--- config.mk ---
export PLATFORM = sky130hd
export DESIGN_NAME = tlbl_lookup
export DESIGN_NICKNAME = d
export VERILOG_FILES = /design/src/rtl/tlbl_pkg.sv /design/src/rtl/tlbl_way_bank.sv /design/src/rtl/tlbl_tag_cmp.sv /design/src/rtl/tlbl_way_pick.sv /design/src/rtl/tlbl_lookup.sv
export SDC_FILE = /design/constraint.sdc
export NUM_CORES = 2
export LEC_CHECK = 0
export BUFFER_PORTS_ARGS = -buffer_cell sky130_fd_sc_hd__clkbuf_2
export CORE_ASPECT_RATIO = 1.25
export CORE_UTILIZATION = 68
export CTS_CLUSTER_DIAMETER = 120
export CTS_CLUSTER_SIZE = 28
export DETAILED_ROUTE_END_ITERATION = 10
export PLACE_DENSITY = 0.89
export SETUP_SLACK_MARGIN = 0.2
export SLEW_MARGIN = 0
export SYNTH_ARGS = -nofsm -noshare
export SYNTH_HDL_FRONTEND = slang
export SYNTH_SLANG_ARGS = --single-unit
--- constraint.sdc ---
create_clock -name clk -period 5.7 [get_ports clk]
set_input_delay 0.855 -clock clk [delete_from_list [all_inputs] [get_ports clk]]
set_output_delay 0.855 -clock clk [all_outputs]
set_load 0.01 [all_outputs]
--- src/rtl/tlbl_pkg.sv ---
package tlbl_pkg;

   localparam int PAGE_SHIFT   = 12;
   localparam int ADDR_W       = 32;
   localparam int VPN_W        = ADDR_W - PAGE_SHIFT;
   localparam int TAG_GLB_BIT  = 11;
   localparam int TAG_VLD_BIT  = 10;
   localparam int PID_MAX_W    = 10;
   localparam int PFN_W        = 20;
   localparam int DAT_R_BIT    = 20;
   localparam int DAT_W_BIT    = 21;
   localparam int DAT_X_BIT    = 22;

   typedef struct packed {
      logic              hit;
      logic [ADDR_W-1:0] paddr;
      logic              r;
      logic              w;
      logic              x;
   } xlat_res_t;

   function automatic logic [VPN_W-1:0] tag_vpn(input logic [31:0] tag);
      return tag[31:PAGE_SHIFT];
   endfunction

endpackage

--- src/rtl/tlbl_way_bank.sv ---
module tlbl_way_bank #(
   parameter int SETS  = 16,
   parameter int SET_W = 4
) (
   input  logic             clk,
   input  logic             rst_n,
   input  logic             we,
   input  logic [SET_W-1:0] wset,
   input  logic [31:0]      wtag,
   input  logic [31:0]      wdata,
   input  logic [SET_W-1:0] rset,
   output logic [31:0]      rtag,
   output logic [31:0]      rdata
);

   logic [31:0] tag_q  [SETS];
   logic [31:0] data_q [SETS];

   always_ff @(posedge clk or negedge rst_n) begin
      if (!rst_n) begin
         for (int i = 0; i < SETS; i++) begin
            tag_q[i]  <= '0;
            data_q[i] <= '0;
         end
      end else if (we) begin
         tag_q[wset]  <= wtag;
         data_q[wset] <= wdata;
      end
   end

   assign rtag  = tag_q[rset];
   assign rdata = data_q[rset];

endmodule

--- src/rtl/tlbl_tag_cmp.sv ---
module tlbl_tag_cmp
   import tlbl_pkg::*;
#(
   parameter int PID_W = 8
) (
   input  logic [31:0]      tag,
   input  logic [VPN_W-1:0] vpn,
   input  logic [PID_W-1:0] pid,
   output logic             match
);

   logic vpn_eq;
   logic owner_ok;

   assign vpn_eq   = (tag_vpn(tag) == vpn);
   assign owner_ok = tag[TAG_GLB_BIT] || (tag[PID_W-1:0] == pid);
   assign match    = tag[TAG_VLD_BIT] && vpn_eq && owner_ok;

   generate
      if (PID_W < PID_MAX_W) begin : g_spare
         logic unused_spare;
         assign unused_spare = ^tag[PID_MAX_W-1:PID_W];
      end
   endgenerate

endmodule

--- src/rtl/tlbl_way_pick.sv ---
module tlbl_way_pick #(
   parameter int WAYS = 4
) (
   input  logic [WAYS-1:0]       match,
   input  logic [WAYS-1:0][31:0] data,
   output logic                  any_hit,
   output logic [31:0]           sel_data
);

   always_comb begin
      any_hit  = |match;
      sel_data = '0;
      for (int w = WAYS - 1; w >= 0; w--) begin
         if (match[w]) sel_data = data[w];
      end
   end

endmodule

--- src/rtl/tlbl_lookup.sv ---
module tlbl_lookup
   import tlbl_pkg::*;
#(
   parameter int NUM_WAYS    = 4,
   parameter int NUM_ENTRIES = 64,
   parameter int PID_W       = 8,
   parameter bit REG_OUT     = 1'b1,
   parameter int SETS        = NUM_ENTRIES / NUM_WAYS,
   parameter int SET_W       = $clog2(SETS),
   parameter int WAY_W       = $clog2(NUM_WAYS)
) (
   input  logic             clk,
   input  logic             rst_n,
   input  logic             lk_valid,
   input  logic [31:0]      lk_vaddr,
   input  logic [PID_W-1:0] lk_pid,
   input  logic             wr_en,
   input  logic [WAY_W-1:0] wr_way,
   input  logic [SET_W-1:0] wr_set,
   input  logic [31:0]      wr_tag,
   input  logic [31:0]      wr_data,
   output logic             rs_valid,
   output logic             rs_hit,
   output logic [31:0]      rs_paddr,
   output logic             rs_r,
   output logic             rs_w,
   output logic             rs_x
);

   generate
      if (NUM_WAYS < 2 || (NUM_WAYS & (NUM_WAYS - 1)) != 0) begin : g_bad_ways
         $error("NUM_WAYS must be a power of two, at least 2");
      end
      if (NUM_ENTRIES % NUM_WAYS != 0) begin : g_bad_entries
         $error("NUM_ENTRIES must be a multiple of NUM_WAYS");
      end
      if (SETS < 2 || (SETS & (SETS - 1)) != 0) begin : g_bad_sets
         $error("set count must be a power of two, at least 2");
      end
      if (SET_W > VPN_W) begin : g_bad_setw
         $error("set index wider than the page number");
      end
      if (PID_W < 1 || PID_W > PID_MAX_W) begin : g_bad_pid
         $error("PID_W must lie in 1..10");
      end
   endgenerate

   logic [SET_W-1:0]            rd_set;
   logic [VPN_W-1:0]            rd_vpn;
   logic [NUM_WAYS-1:0]         way_match;
   logic [NUM_WAYS-1:0][31:0]   way_data;
   logic                        any_hit;
   logic [31:0]                 sel_data;
   xlat_res_t                   res_d;

   assign rd_vpn = lk_vaddr[31:PAGE_SHIFT];
   assign rd_set = lk_vaddr[PAGE_SHIFT +: SET_W];

   generate
      for (genvar w = 0; w < NUM_WAYS; w++) begin : g_way
         logic        bank_we;
         logic [31:0] bank_tag;

         assign bank_we = wr_en && (wr_way == WAY_W'(w));

         tlbl_way_bank #(
            .SETS  (SETS),
            .SET_W (SET_W)
         ) u_bank (
            .clk   (clk),
            .rst_n (rst_n),
            .we    (bank_we),
            .wset  (wr_set),
            .wtag  (wr_tag),
            .wdata (wr_data),
            .rset  (rd_set),
            .rtag  (bank_tag),
            .rdata (way_data[w])
         );

         tlbl_tag_cmp #(
            .PID_W (PID_W)
         ) u_cmp (
            .tag   (bank_tag),
            .vpn   (rd_vpn),
            .pid   (lk_pid),
            .match (way_match[w])
         );
      end
   endgenerate

   tlbl_way_pick #(
      .WAYS (NUM_WAYS)
   ) u_pick (
      .match    (way_match),
      .data     (way_data),
      .any_hit  (any_hit),
      .sel_data (sel_data)
   );

   logic unused_data;
   assign unused_data = ^sel_data[31:DAT_X_BIT+1];

   always_comb begin
      res_d = '0;
      if (lk_valid && any_hit) begin
         res_d.hit   = 1'b1;
         res_d.paddr = {sel_data[PFN_W-1:0], lk_vaddr[PAGE_SHIFT-1:0]};
         res_d.r     = sel_data[DAT_R_BIT];
         res_d.w     = sel_data[DAT_W_BIT];
         res_d.x     = sel_data[DAT_X_BIT];
      end
   end

   xlat_res_t res_o;
   logic      vld_o;

   generate
      if (REG_OUT) begin : g_reg_out
         always_ff @(posedge clk or negedge rst_n) begin
            if (!rst_n) begin
               res_o <= '0;
               vld_o <= 1'b0;
            end else begin
               res_o <= res_d;
               vld_o <= lk_valid;
            end
         end
      end else begin : g_comb_out
         assign res_o = res_d;
         assign vld_o = lk_valid;
      end
   endgenerate

   assign rs_valid = vld_o;
   assign rs_hit   = res_o.hit;
   assign rs_paddr = res_o.paddr;
   assign rs_r     = res_o.r;
   assign rs_w     = res_o.w;
   assign rs_x     = res_o.x;

endmodule

==> results.yml <==
detailed_routing:
  num_vias: 93921
  ant_nets: 0
  drtIter0Drc: 10278
  drtPass1Iterations: 6
  route.detailed.drc: 0
  routed_via_density: 7.293
  routed_wl_um: 451500
  avgRoutedWirePerCell_um: 35.06
layout:
  area_growth_pct: 4.976
  final_common_cell: "mux2_2"
  multi_input_area_um2: 66570
  post_route_cells_drive_above_1_share_pct: 50.24
  seq_area_um2: 85810
  final_cell_mix: "3440 x mux2_2, 3429 x dfrtp_1, 741 x mux4_2"
  final_nets: 9892
  nFillCells: 13889
  fin_area_um2: 164400
power_and_ir_drop:
  clockPowerShare_pct: 25.0
  total_power_mw: 49.48
  internal_power_mw: 36.69
  leakage_nw: 77.70
  combPwrFrac_pct: 16.1
  seqPwrFrac_pct: 58.9
  switching_share_pct: 25.84
  p_sw_mw: 12.79
  power_density_nw_per_um2: 301.0
  ir_drop_uv: 287.0
logic_synthesis:
  yosysWarningCount: 0
  seq_area_frac_synth_pct: 54.79
  synth_edf_count: 0
  synth_top_area_share_pct: 54.79
  synthCells: 10184
  ys_ff_latch: 3429
  yosys.area.top_type: "dfrtp_1"
  synthesis.nets: 10298
  async_reset_ff_share_pct: 100.0
  synth.avg_cell_area_um2: 15.38
  syn_area_um2: 156600
  ys_top_cells_by_area: "dfrtp_1 55%, mux2_2 25%, mux4_2 11%"
  synth_ff_type: "dfrtp_1"
  synth_cell_type_count: 87
placement:
  io_buffers: 139
  hpwlAfterDp_um: 268500
  dpl_cell_area_um2: 160500
  place_congestion: 0.8973
clock_tree:
  post-cts-setup-buffers: 0
  root_buffer: "clkbuf_16"
  htree_levels: 4
  cts-resized-gates: 0
  clk_pin_slew_ns: 0.11
  hold_buffers: 0
  cts_tree: "yes"
  cts_buffer_depth: 4
  numClockSinks: 3429
  clk-insertion-delay-late_ns: 0.90
  cts_made_buffers: 149
worst_setup_path:
  r2r_setup_slack_ns: 0.82
  crit_top_cell: "buf_4"
  required_ns: 6.53
  regToRegEndpoint: "rs_paddr[22]$_DFF_PN0_"
  crit_path_cell_trace: "buf_8 -> mux4_2 -> mux2i_1 -> buf_4 -> o221ai_1 -> o2bb2ai_1 -> a2111oi_0 -> o2111ai_1 -> a2111o_1 -> buf_4 -> buf_4 -> nand2b_1 -> a21oi_1 -> buf_4 -> o221a_1"
  end_kind: "flop"
  critPathBufInv: 5
  setup.worst_path.class: "in2reg"
  reg2reg_from: "g_way[2].u_bank.tag_q[319]$_DFFE_PN0P_"
  crit_family: "compound AO/OA/AOI/OAI gates"
  crit_arrival_ns: 6.04
  slowest_delay_ns: 0.64
  cp-start-kind: "input port"
  crit_fanout: 59
  slowest_stage: "a2111oi_0"
  reg2reg_depth: 14
global_routing:
  antenna_found_initial: 31
  grt_pass1_wl_um: 667700
  grtUsageTotal_pct: 39.39
  grt_start_max_net_pins: 181
  grt.overflow.total: 0
  grt_pass1_vias: 100054
floorplanning:
  dieArea_um2: 232200
  core_um2: 228600
  io_pins: 151
  die_w_um: 431.2
  die_y_um: 538.5
  start_util_pct: 68.52
  num_rows: 196
sta:
  setup-violations-final: 0
  hold_viol: 0
  tightestPinTransition_ns: 1.409
  slew_headroom_pct: 6.094
  drv_slew: 0
  min_period_ns: 5.210
  rsz0062_at_grt: "no"
  period_share_pct: 91.40
  fmax_ghz: 0.1919
  fin_hold_ws_ns: 0.01472
  clock_skew_ns: 0.05466
status:
  status: "complete, no violations"
run:
  maxCapViolations: 0
min_path:
  min_path_type: "in2async"
==> metrics by stage <==
stage	setup slack [ns]	instances	TNS [ns]	util, %
after floorplan	1.465	10184	0	-
after global placement	-0.04135	12696	-0.07509	70.21
after detailed placement	-0.1210	12696	-0.2818	70.21
after CTS	0.7991	12853	0	71.90
after global routing	0.5252	12870	0	71.92
final	0.4900	12878	0	71.93
==> area by class of cell <==
| class | count | area share, % |
|---|---|---|
| tap | 3069 | 2.336 |
| inverter | 29 | 0.07535 |
| clock inverter | 6 | 0.04567 |
| sequential | 3429 | 52.20 |
| antenna | 25 | 0.03805 |
| multi-input combinational | 5691 | 40.50 |
| clock buffer | 151 | 2.299 |
| timing repair buffer | 478 | 2.515 |
==> state kept, by name, summed over array words and instances, names as in the netlist <==
register             flops
rs_valid                 1
rs_paddr                32
g_way.u_bank.tag_q    1920
rs_r                     1
rs_x                     1
rs_hit                   1
g_way.u_bank.data_q   1472
rs_w                     1
==> per-layer routing <==
layer / vias up / wire length (um) / global-route usage [%]
li1: 36450 / - / -
met1: 50291 / 155700 / 48.65
met2: 5333 / 215600 / 62.10
met3: 1833 / 40830 / 8.489
met4: 14 / 39220 / 28.18
met5: - / 83 / 0
==> power by group through the flow <==
stage          logic [mW]  registers [mW]  clock network, mW
2_1_floorplan        5.83            28.9                  0
3_3_place_gp         7.47            29.2                  0
3_5_place_dp         7.88            29.6                  0
4_1_cts              7.93            29.1               12.4
5_1_grt              8.44            29.5               13.2
6_report             7.97            29.1               12.4
==> synthesized netlist by cell type (6+ instances only) <==
library cell / instances
o211ai_1: 9
mux2_2: 3440
a32oi_1: 8
o32ai_1: 7
nand2b_1: 37
and2_1: 21
o21ai_0: 66
nand3_1: 26
mux2i_1: 316
a21oi_1: 65
o221ai_1: 9
o2111ai_1: 9
a211oi_1: 19
xor2_1: 45
nor4_1: 13
xnor2_1: 92
clkbuf_1: 712
dfrtp_1: 3429
a22o_1: 8
a2111oi_0: 8
nor2_1: 109
nand2_1: 240
o32a_1: 6
buf_4: 58
buf_2: 124
and3_1: 29
a221oi_1: 30
a311oi_1: 7
o22ai_1: 59
mux4_2: 741
nand4_1: 9
or2_2: 8
a311o_1: 6
nand3b_1: 9
a31oi_1: 32
inv_1: 25
o221a_1: 16
nor2b_1: 17
buf_6: 37
buf_8: 6
nor3_1: 30
buf_1: 93
a22oi_1: 62
nor3b_1: 7
==> worst max-delay path by stage <==
| stage | cells past startpoint | to | slack, ns | start |
|---|---|---|---|---|
| global placement | 15 | rs_paddr[21]$_DFF_PN0_ | -0.04 | lk_vaddr[13] |
| CTS | 15 | rs_paddr[22]$_DFF_PN0_ | 0.80 | lk_vaddr[13] |
| global route | 15 | rs_paddr[21]$_DFF_PN0_ | 0.53 | lk_vaddr[13] |
| finish | 15 | rs_paddr[22]$_DFF_PN0_ | 0.49 | lk_vaddr[13] |
| floorplan | 15 | rs_x$_DFF_PN0_ | 1.47 | lk_vaddr[12] |
| detailed placement | 15 | rs_paddr[22]$_DFF_PN0_ | -0.12 | lk_vaddr[13] |
==> logic make-up (layout without fill, tap and decap cells) <==
logic type | count (synthesis) | in the layout | synth area share [%]
mux | 4497 | 4497 | 37.41
flops | 3429 | 3429 | 54.79
buf+inv | 1064 | 664 | 3.061
simple gates | 573 | 573 | 1.725
compound gates | 484 | 484 | 2.242
xor+xnor | 137 | 137 | 0.7662
other cells | 0 | 25 | 0
Note: power is estimated with default switching activity, not from simulation.
